<file path="src/rtl/ctl_i2c_pkg.sv">
// Shared definitions for the write-only serial command receiver.
// Assumes: one bus byte is eight bits and the address byte is fixed.
package ctl_i2c_pkg;
    localparam int unsigned BYTE_W = 8;

    typedef enum logic [2:0] {
        ST_IDLE,      // bus idle or after stop
        ST_ADDR,      // shifting in the address byte
        ST_DATA,      // shifting in a command byte
        ST_ACK_WAIT,  // eighth bit taken, wait for SCL low to drive the ack
        ST_ACK,       // driving the ack through the ninth clock
        ST_SKIP       // not addressed, wait for the next start
    } rx_state_t;
endpackage

</file>
<file path="src/rtl/ctl_i2c_line_sync.sv">
// Multi-stage synchronizer for one bus line.
// Assumes: STAGES >= 2. Resets to 1 because an idle bus is pulled high.
module ctl_i2c_line_sync #(
    parameter int unsigned STAGES = 2
) (
    input  logic clk,
    input  logic rst_n,
    input  logic line_in,
    output logic line_sync
);
    logic [STAGES-1:0] pipe;

    // Shift the asynchronous line into the clock domain.
    always_ff @(posedge clk) begin
        if (!rst_n) pipe <= '1;
        else        pipe <= {pipe[STAGES-2:0], line_in};
    end

    assign line_sync = pipe[STAGES-1];
endmodule

</file>
<file path="src/rtl/ctl_i2c_bus_cond.sv">
// Detects SCL edges and start/stop conditions on the synchronized lines.
// Assumes: the inputs are already synchronous and each SCL level lasts
// several clocks. Every output is a one-cycle pulse.
module ctl_i2c_bus_cond (
    input  logic clk,
    input  logic rst_n,
    input  logic scl_s,
    input  logic sda_s,
    output logic scl_rise,
    output logic scl_fall,
    output logic start_det,
    output logic stop_det
);
    logic scl_q;
    logic sda_q;

    // Keep the previous sample of both lines for edge detection.
    always_ff @(posedge clk) begin
        if (!rst_n) begin
            scl_q <= 1'b1;
            sda_q <= 1'b1;
        end else begin
            scl_q <= scl_s;
            sda_q <= sda_s;
        end
    end

    // Start or stop needs SCL high in both samples.
    always_comb begin
        scl_rise  = scl_s & ~scl_q;
        scl_fall  = ~scl_s & scl_q;
        start_det = scl_s & scl_q & sda_q & ~sda_s;
        stop_det  = scl_s & scl_q & ~sda_q & sda_s;
    end
endmodule

</file>
<file path="src/rtl/ctl_i2c_rx_fsm.sv">
// Byte engine: matches the address, shifts bytes in most significant bit
// first, emits each command with a one-cycle strobe and drives the acks.
// Assumes: edge and condition pulses from ctl_i2c_bus_cond. Start and
// stop take priority over any bit activity.
module ctl_i2c_rx_fsm
    import ctl_i2c_pkg::*;
#(
    parameter int unsigned       DW        = BYTE_W,
    parameter logic [DW-1:0]     SLAVE_BYTE = 8'h80
) (
    input  logic          clk,
    input  logic          rst_n,
    input  logic          sda_s,
    input  logic          scl_rise,
    input  logic          scl_fall,
    input  logic          start_det,
    input  logic          stop_det,
    output logic          sda_drive_low,
    output logic [DW-1:0] cmd_byte,
    output logic          cmd_valid
);
    localparam int unsigned       CNT_W    = $clog2(DW);
    localparam logic [CNT_W-1:0]  LAST_BIT = CNT_W'(DW - 1);

    rx_state_t      state;
    logic [CNT_W-1:0] bit_cnt;
    logic [DW-1:0]  shreg;
    logic [DW-1:0]  full_byte;

    // The byte as it stands with the bit now being sampled.
    assign full_byte = {shreg[DW-2:0], sda_s};

    // Receive sequencing, ack drive and command strobe.
    always_ff @(posedge clk) begin
        if (!rst_n) begin
            state         <= ST_IDLE;
            bit_cnt       <= '0;
            shreg         <= '0;
            sda_drive_low <= 1'b0;
            cmd_byte      <= '0;
            cmd_valid     <= 1'b0;
        end else begin
            cmd_valid <= 1'b0;
            if (start_det) begin
                state         <= ST_ADDR;
                bit_cnt       <= '0;
                sda_drive_low <= 1'b0;
            end else if (stop_det) begin
                state         <= ST_IDLE;
                sda_drive_low <= 1'b0;
            end else begin
                case (state)
                    ST_ADDR, ST_DATA: begin
                        if (scl_rise) begin
                            shreg <= full_byte;
                            if (bit_cnt == LAST_BIT) begin
                                bit_cnt <= '0;
                                if (state == ST_ADDR) begin
                                    state <= (full_byte == SLAVE_BYTE) ? ST_ACK_WAIT : ST_SKIP;
                                end else begin
                                    cmd_byte  <= full_byte;
                                    cmd_valid <= 1'b1;
                                    state     <= ST_ACK_WAIT;
                                end
                            end else begin
                                bit_cnt <= bit_cnt + 1'b1;
                            end
                        end
                    end
                    ST_ACK_WAIT: begin
                        if (scl_fall) begin
                            sda_drive_low <= 1'b1;
                            state         <= ST_ACK;
                        end
                    end
                    ST_ACK: begin
                        if (scl_fall) begin
                            sda_drive_low <= 1'b0;
                            state         <= ST_DATA;
                        end
                    end
                    default: begin
                        sda_drive_low <= 1'b0;
                    end
                endcase
            end
        end
    end
endmodule

</file>
<file path="src/rtl/ctl_i2c_wr_rx.sv">
// Top of the write-only serial command receiver: synchronizers, condition
// detector and byte engine.
// Assumes: clk is at least 16x the SCL rate; the bus carries writes only.
module ctl_i2c_wr_rx #(
    parameter int unsigned   SYNC_STAGES = 2,
    parameter logic [7:0]    SLAVE_BYTE  = 8'h80
) (
    input  logic       clk,
    input  logic       rst_n,
    input  logic       scl_in,
    input  logic       sda_in,
    output logic       sda_drive_low,
    output logic [7:0] cmd_byte,
    output logic       cmd_valid
);
    logic scl_s;
    logic sda_s;
    logic scl_rise;
    logic scl_fall;
    logic start_det;
    logic stop_det;

    ctl_i2c_line_sync #(.STAGES(SYNC_STAGES)) u_scl_sync (
        .clk(clk), .rst_n(rst_n), .line_in(scl_in), .line_sync(scl_s)
    );

    ctl_i2c_line_sync #(.STAGES(SYNC_STAGES)) u_sda_sync (
        .clk(clk), .rst_n(rst_n), .line_in(sda_in), .line_sync(sda_s)
    );

    ctl_i2c_bus_cond u_cond (
        .clk(clk), .rst_n(rst_n), .scl_s(scl_s), .sda_s(sda_s),
        .scl_rise(scl_rise), .scl_fall(scl_fall),
        .start_det(start_det), .stop_det(stop_det)
    );

    ctl_i2c_rx_fsm #(.DW(8), .SLAVE_BYTE(SLAVE_BYTE)) u_fsm (
        .clk(clk), .rst_n(rst_n), .sda_s(sda_s),
        .scl_rise(scl_rise), .scl_fall(scl_fall),
        .start_det(start_det), .stop_det(stop_det),
        .sda_drive_low(sda_drive_low), .cmd_byte(cmd_byte),
        .cmd_valid(cmd_valid)
    );
endmodule

</file>
<file path="config.mk">
export PLATFORM = sky130hd
export DESIGN_NAME = ctl_i2c_wr_rx
export DESIGN_NICKNAME = d
export VERILOG_FILES = /design/src/rtl/ctl_i2c_pkg.sv /design/src/rtl/ctl_i2c_line_sync.sv /design/src/rtl/ctl_i2c_bus_cond.sv /design/src/rtl/ctl_i2c_rx_fsm.sv /design/src/rtl/ctl_i2c_wr_rx.sv
export SDC_FILE = /design/constraint.sdc
export NUM_CORES = 1
export LEC_CHECK = 0
export CAP_MARGIN = 20
export CORE_MARGIN = 5
export CORE_UTILIZATION = 40
export DETAILED_ROUTE_END_ITERATION = 8
export PLACE_DENSITY = 0.67
export SYNTH_ARGS = -nofsm -noshare
export SYNTH_HDL_FRONTEND = slang
export SYNTH_SLANG_ARGS = --single-unit
</file>
<file path="constraint.sdc">
create_clock -name clk -period 1.4 [get_ports clk]
set_input_delay 0.14 -clock clk [delete_from_list [all_inputs] [get_ports clk]]
set_output_delay 0.14 -clock clk [all_outputs]
set_load 0.03 [all_outputs]
</file>
[After elaboration in Yosys (flattened, before gate mapping)]
Index checks and enable logic that the tools add are counted.
Storage, ports and cells
  flip-flop bits (word level): 29
  input port bits: 4
Cells by class
  bitwise gates (word level): 18
  multiplexer cells: 14
  reduce and logical (&&, ||, !) cells: 12
  $add $sub $neg: 1
  equality and inequality tests: 14
Operators by type and width (count)
  $mux 3: 7
  $ne 4x4->1 const B: 3
  $not 1->1: 11
  $reduce_and 5->1: 2
  $pmux 3 s3: 1
  $eq 8x8->1 const B: 1
  $and 1x1->1: 7
  $eq 3x2->1 const B: 2
  $eq 3x3->1 const B: 2
  $ne 2x2->1 const B: 3
  $reduce_and 3->1: 2
  $reduce_and 6->1: 1
  $reduce_or 6->1: 1
  $mux 1: 5
  $reduce_bool 5->1: 1
  $ne 4x3->1 const B: 1
  $reduce_and 4->1: 1
  $reduce_or 2->1: 2
  $add 3x1->3 const B: 1
  $eq 3x1->1 const B: 1
  $pmux 1 s3: 1
  $reduce_bool 3->1: 1
  $reduce_or 3->1: 1
  $ne 2x1->1 const B: 1

[Longest topological paths before layout]
Gate-level depths: netlist of run 1.
  depth in word-level cells: 8
  depth in mapped cells: 7
  gate-level depth less buffers: 6

[Hierarchy]
A second synthesis of run 1 with hierarchy kept.
Unflattened totals
  cells, all modules: 135
  area total of the unflattened synthesis: 1291.2 µm²
By module, submodules not included
  ctl_i2c_rx_fsm: sequential area each 460.4 µm², area an instance 1101.1 µm², cells an instance 119, times used 1
  ctl_i2c_line_sync: sequential area each 40.0 µm², area an instance 52.6 µm², cells an instance 4, times used 2
  ctl_i2c_bus_cond: sequential area each 40.0 µm², area an instance 85.1 µm², cells an instance 8, times used 1

[Worst setup path before layout of run 1]
Ideal clock, no wire load.
  path type: register to register
  start point: reg u_fsm.bit_cnt[0]
  end point: reg u_fsm.cmd_byte[0]
  slack: -0.180 ns
  data required time: 1.284 ns
  setup time: 0.116 ns
  cell stages (with the launch flop): 8
  period minus slack after synthesis: 1.580 ns
  buffers on the path: 1
  arrival time: 1.464 ns
  cell sequence: dfxtp_1 ha_1 ha_1 nand2_1 or4_1 clkbuf_1 nand2_1 a21boi_1
On the way
  word-level cells in the longest chain between the ends: 2
RTL lines
  start: declaration: line ctl_i2c_rx_fsm.sv:26  | logic [CNT_W-1:0] bit_cnt;
  start signal: assignment: line ctl_i2c_rx_fsm.sv:66  | bit_cnt <= bit_cnt + 1'b1;
  $eq 3x3->1: line ctl_i2c_rx_fsm.sv:56  | if (bit_cnt == LAST_BIT) begin
  $reduce_and 6->1 (no line)
  end signal: assignment: line ctl_i2c_rx_fsm.sv:61  | cmd_byte <= full_byte;
  end: declaration: line ctl_i2c_rx_fsm.sv:19  | output logic [DW-1:0] cmd_byte,
No other way between the ends.
A chain may end at the register's enable or synchronous reset.

[Worst setup path in the final report of run 1]
  start point: reg u_fsm.bit_cnt[0]
  end point: reg u_fsm.state[1]
On the way
  word-level cells in the longest chain between the ends: 3
RTL lines
  $eq 3x3->1: line ctl_i2c_rx_fsm.sv:56
  $ne 2x1->1 (no line)
  $reduce_and 5->1 (no line)
  end signal: assignment: line ctl_i2c_rx_fsm.sv:59  | state <= (full_byte == SLAVE_BYTE) ? ST_ACK_WAIT : ST_SKIP;
  end: declaration: line ctl_i2c_rx_fsm.sv:25  | rx_state_t state;
No other way between the ends.

==> results of run 1 <==
-- logic make-up (layout without fill, tap and decap cells) --
logic type / after synthesis / count (layout) / share of synthesized area
and+or+nand+nor: 59 / 59 / 0.255
DFF: 29 / 29 / 0.470
AOI/OAI and AO/OA: 22 / 22 / 0.136
muxes: 10 / 10 / 0.0811
buffers and inverters: 7 / 37 / 0.0304
adders and majority gates: 2 / 2 / 0.0203
xor gates and xnor gates: 1 / 1 / 0.00709
-- routing by layer --
metal / global-route usage / part of all wire / vias up
met5: 0 / 0 / -
met4: 0.0544 / 0.022 / 0
met3: 0.0410 / 0.043 / 8
met2: 0.187 / 0.46 / 17
met1: 0.154 / 0.48 / 451
li1: - / - / 509
-- worst reg2reg max path: stages (launching register included) --
cell and delay [ns]:
dfxtp_2 0.35, ha_4 0.16, ha_4 0.16, a31o_4 0.27
o311ai_4 0.31, nor3b_2 0.20
-- final cells by class --
class                           instances  share of cell area
Clock inverter                          1             0.00303
Tap cell                               33              0.0250
Multi-Input combinational cell         94               0.428
Sequential cell                        29               0.356
Timing Repair Buffer                   29               0.149
Clock buffer                            7              0.0395
-- metrics by stage --
step / setup TNS (ns) / util / total power [W]
after floorplan: -0.436 / - / 0.000901
after global placement: -1.25 / 0.505 / 0.000930
after detailed placement: -1.69 / 0.505 / 0.000932
after CTS: -0.578 / 0.541 / 0.00151
after global routing: -2.12 / 0.549 / 0.00157
final: -0.698 / 0.549 / 0.00150
-- flip-flops by register name (all words and copies together) (netlist names) --
signal and cells:
u_fsm.cmd_byte 8, u_fsm.shreg 7, u_fsm.bit_cnt 3, u_fsm.state 3, u_scl_sync.pipe 2, u_sda_sync.pipe 2
u_cond.scl_q 1, u_cond.sda_q 1, u_fsm.cmd_valid 1, u_fsm.sda_drive_low 1
-- layout by cell type, fill, tap and decap left out, types with 2 or more instances in the layout --
master,n
a21oi_1,3
nor2b_1,8
ha_4,2
o21ai_0,2
nand3_1,3
and3b_1,2
nor3b_1,2
buf_6,2
clkbuf_8,2
nand2b_1,10
mux2i_1,10
dlygate4sd2_1,10
clkdlybuf4s50_1,3
clkbuf_4,5
dfxtp_2,2
buf_4,14
dfxtp_1,26
a21boi_1,8
nor2_1,6
nand2_1,20
-- final timing paths --
| check | from | end | slack (ns) |
|---|---|---|---|
| worst min register to register | u_sda_sync.pipe[0] | u_sda_sync.pipe[1] | 0.42 |
| worst max register to register | u_fsm.bit_cnt[0] | u_fsm.state[1] | -0.11 |
| worst min-delay path | scl_in | u_scl_sync.pipe[0] | 0.37 |
| worst max-delay path | u_fsm.bit_cnt[0] | u_fsm.state[1] | -0.11 |
-- power groups by stage --
| stage | registers, W | logic, W | clock network [W] |
|---|---|---|---|
| 2_1_floorplan | 0.000858 | 0.0000432 | 0 |
| 3_3_place_gp | 0.000861 | 0.0000696 | 0 |
| 3_5_place_dp | 0.000861 | 0.0000705 | 0 |
| 4_1_cts | 0.000843 | 0.0000748 | 0.000595 |
| 5_1_grt | 0.000843 | 0.0000854 | 0.000638 |
| 6_report | 0.000842 | 0.0000783 | 0.000580 |
-- repair_timing --
action	4_1_cts	5_1_grt
buffers inserted	0	0
pin swaps	2	3
gates cloned	0	0
resized for setup	19	6
endpoints found under the setup margin	32	23
==> flow_summary.ini, run 1 <==
[synth]
synth-async-reset-ratio = 0
ys_top_cells_by_area = dfxtp_1 (47%), mux2i_1 (8.1%), nand2_1 (6.4%)
netlist.area_leader.share = 0.470
synth-warning-count = 0
ys.flop_type = dfxtp_1
synth_area_um2 = 1230
synth_cells = 130
ys_types = 30
synth-seq-cells = 29
synth-edff-count = 0
ys_seq_area_frac = 0.470
avgSynthCellArea_um2 = 9.50
synthTopCellsByCount = dfxtp_1 (29), nand2_1 (21), nand2b_1 (11)
syn_nets = 136
yosys.area.top_type = dfxtp_1
yosysMostFrequentCell = dfxtp_1

[sta]
setup_ws_ns = -0.111
tightest_slew_ns = 0.502
whs_ns = 0.369
finalSetupViolations = 12
max_freq_mhz = 662
maxSlewHeadroom = 0.665
fin_crit_sh = 1.08
fin_worst_skew_ns = 0.00487
drv_slew = 0
hold_viol_final = 0
rsz0062_at_grt = yes
min_period_ns = 1.51

[route]
vias_per_cell = 5.10
drt_first_pass_iters = 4
ant_nets = 0
wire_per_inst_um = 12.5
vias = 985
wl_um = 2420
drcViolationCount = 0
drt-initial-drc-count = 36

[grt]
grt_first_pass_wirelength_um = 3980
grt_use_total = 0.122
antenna_found_initial = 0
gr-total-overflow = 0
first_global_vias = 913
grt_start_max_net_pins = 19

[power_and_ir_drop]
swShare = 0.224
leakagePower_nw = 0.722
ir_worst_vdd_mv = 0.448
p_comb_frac = 0.052
clkPwrFrac = 0.387
power_frac_seq = 0.561
switching_power_w = 0.000336
p_int_w = 0.00116
p_per_area_nw_per_um2 = 910

[status]
violations = negative setup slack
status = complete, but fails checks

[cells_and_area]
fin_cells = 193
nets = 165
design_area_um2 = 1650
syn2layout_area_growth_pct = 33.5
multiInputGateArea_um2 = 706
diodes = 0
drive_above_1_share = 0.244
fill_cells = 268
seqCellArea_um2 = 587

[critical_path]
critPathKind = reg2reg
crit_slowest_cell = dfxtp_2
path_depth = 5
reg2reg_depth = 5
arrival_ns = 1.77
max_stage_delay_ns = 0.35
path_delay_family = compound AO/OA/AOI/OAI gates
crit_required_ns = 1.66
startpoint_type = flip-flop
cp-end-kind = flip-flop
cp_common_cell = ha_4
worstPathCellList = ha_4 -> ha_4 -> a31o_4 -> o311ai_4 -> nor3b_2
cp.buffers_inverters = 0
cp_max_fo = 3

[floorplan]
die_w_um = 65.6
rows = 20
start_util = 0.411
dieArea_um2 = 4300
core-area_um2 = 3000
die_h_um = 65.6
io-pin-count = 14

[clock_network]
htreeDepth = 2
root_buffer = clkbuf_4
cts_buffer_depth = 2
numCtsBuffers = 5
cts_hold_buf = 0
clkLatencyLatePin_ns = 0.33
clock-sinks = 29
path_clk_slew_ns = 0.09
tritoncts = built

[place]
place_hpwl_um = 1670
place_area_um2 = 1520
pre_cts_slack_ns = -0.154
numPortBuffers = 13
place_congestion = 0.834
dp.cells = 185

[worst_hold_path]
min-delay-path-class = in2reg
worst_hold_path.num_cells = 2

[run]
cap_viol_max_count = 0
(Power assumes the default switching activity.)
==> run 2, diff against run 1 <==
Settings changed: ABC_AREA set to 1, PLACE_DENSITY 0.67 to 0.68.
==> run 2 against run 1 <==
- the flow now finishes without violations
- largest cell class unchanged
- critical endpoint is now u_fsm.cmd_byte[3]
- non-clock buffer count fell by 2
- worst hold slack got worse by 0.025 ns
- sequential share of layout area increased by 1.9 points
- maximum frequency grew 14%
- sequential cell count is the same
- combinational power grew to 8.8 times the previous value
- die area fell by 2.1%
==> flow_summary.ini, run 2 <==
[place]
place_congestion = 0.781
pre_cts_slack_ns = 0.0276
numPortBuffers = 13
place_hpwl_um = 1840

[synth]
ys.flop_type = dfxtp_1
synth-async-reset-ratio = 0
netlist.area_leader.share = 0.482
ys_types = 21
ys_seq_area_frac = 0.482
avgSynthCellArea_um2 = 7.77
synth_area_um2 = 1200
synth-seq-cells = 29
syn_nets = 161
synth-warning-count = 0
synth-edff-count = 0
synthTopCellsByCount = dfxtp_1 (29), nand2_1 (27), nor2_1 (19)
ys_top_cells_by_area = dfxtp_1 (48%), nand2_1 (8.4%), a21oi_1 (7.1%)
synth_cells = 155
yosysMostFrequentCell = dfxtp_1
yosys.area.top_type = dfxtp_1

[grt]
first_global_vias = 1074
grt_start_max_net_pins = 17
antenna_found_initial = 0
grt_first_pass_wirelength_um = 4530
gr-total-overflow = 0
grt_use_total = 0.139

[route]
wl_met2_um = 1260
wl_um = 2650
drt-met1-wl_um = 1230
drt_first_pass_iters = 4
ant_nets = 0
route.met3.wl_um = 135
vias = 1101
drcViolationCount = 0
drt-initial-drc-count = 50
wire_per_inst_um = 12.1
highest_layer = met4
vias_per_cell = 5.05

[clock_network]
clock-sinks = 29
cts_hold_buf = 0
clkLatencyLatePin_ns = 0.32
tritoncts = built
path_clk_slew_ns = 0.09
cts_buffer_depth = 2
numCtsBuffers = 5
root_buffer = clkbuf_4
htreeDepth = 2

[critical_path]
cp.buffers_inverters = 3
crit_slowest_cell = dfxtp_4
max_stage_delay_ns = 0.39
path_delay_family = simple AND/OR/NAND/NOR gates
startpoint_type = flip-flop
cp-end-kind = flip-flop
critPathKind = reg2reg
arrival_ns = 1.59
cp_max_fo = 6
cp_common_cell = nand2_2
crit_required_ns = 1.66
worstPathCellList = inv_2 -> nand2_2 -> nand2_2 -> nor2_4 -> buf_8 -> buf_4 -> nand4_1 -> a21oi_1

[sta]
setup_ws_ns = 0.0708
hold_viol_final = 0
drv_slew = 0
tightest_slew_ns = 0.297
fin_worst_skew_ns = 0.00999
min_period_ns = 1.33
fin_crit_sh = 0.949
max_freq_mhz = 752
finalSetupViolations = 0
maxSlewHeadroom = 0.800

[power_and_ir_drop]
ir_worst_vdd_mv = 0.548
power_w = 0.00212
leakagePower_nw = 0.717
p_per_area_nw_per_um2 = 1340

[run]
cap_viol_max_count = 0

[floorplan]
dieArea_um2 = 4210
rows = 20
die_w_um = 64.9
core-area_um2 = 2980
die_h_um = 64.9
io-pin-count = 14
start_util = 0.405

[cells_and_area]
final_common_cell = nand2_1
final_cell_mix = nand2_1 (27), dfxtp_1 (25), nor2_1 (18), a21oi_1 (15), buf_4 (12)
syn2layout_area_growth_pct = 30.6
nets = 190
regMostFlops = u_fsm.cmd_byte
largest_reg_flops = 8
reg_top3 = u_fsm.cmd_byte (8), u_fsm.shreg (7)
drive_above_1_share = 0.243
diodes = 0

[worst_hold_path]
min-delay-path-class = in2reg

[status]
status = finished clean
==> run 2: path summary, 6_finish.rpt <==
kind	slack (ns)	cells past startpoint	startpoint	end
hold reg to reg	0.42	1	u_sda_sync.pipe[0]	u_sda_sync.pipe[1]
setup / recovery	0.07	8	u_fsm.state[1]	u_fsm.cmd_byte[3]
hold / removal	0.34	2	rst_n	u_cond.sda_q
setup reg to reg	0.07	8	u_fsm.state[1]	u_fsm.cmd_byte[3]
==> run 2: repair_timing <==
| item | 4_1_cts | 5_1_grt |
|---|---|---|
| endpoints found under the setup margin | 10 | 19 |
| gates resized for setup | 10 | 30 |
| buffers inserted | 0 | 6 |
| gates cloned | 0 | 0 |
| pin swaps | 0 | 9 |
==> run 2: per-layer routing <==
layer	track usage	vias up
met2	0.230	28
met1	0.156	497
met3	0.0572	3
li1	-	573
met4	0.0580	0
met5	0	-
==> run 2: logic make-up after synthesis <==
kind of cell	synth area share
AO/OA/AOI/OAI	0.141
adder cells (fa/ha/maj)	0.0208
buffers and inverters	0.0748
flip-flops	0.482
AND/OR/NAND/NOR	0.281
==> run 2: stage by stage <==
step | hold WS [ns] | cell area [um^2] | cells | utilization | TNS, ns
finish | 0.344 | 1570 | 218 | 0.529 | 0
floorplan | 0.247 | 1200 | 155 | - | 0
global route | 0.330 | 1570 | 218 | 0.529 | -0.0805
global placement | 0.398 | 1400 | 204 | 0.470 | 0
CTS | 0.330 | 1440 | 212 | 0.483 | 0
detailed placement | 0.402 | 1400 | 204 | 0.470 | 0
==> run 2: report_power, final <==
part	leakage (nW)	switching, W	internal (W)	total (W)
clock network	0.0320	0.000276	0.000191	0.000467
logic	0.447	0.000409	0.000282	0.000691
registers	0.238	0.0000674	0.000891	0.000958
total	0.717	0.000752	0.00136	0.00212
==> run 2: layout make-up <==
| cell class | instances | area, um^2 |
|---|---|---|
| Timing Repair Buffer | 27 | 234 |
| Clock buffer | 6 | 41.3 |
| Inverter | 14 | 52.6 |
| Fill cell | 288 | 1400 |
| Clock inverter | 2 | 10.0 |
| Tap cell | 33 | 41.3 |
| Multi-Input combinational cell | 107 | 604 |
| Sequential cell | 29 | 591 |
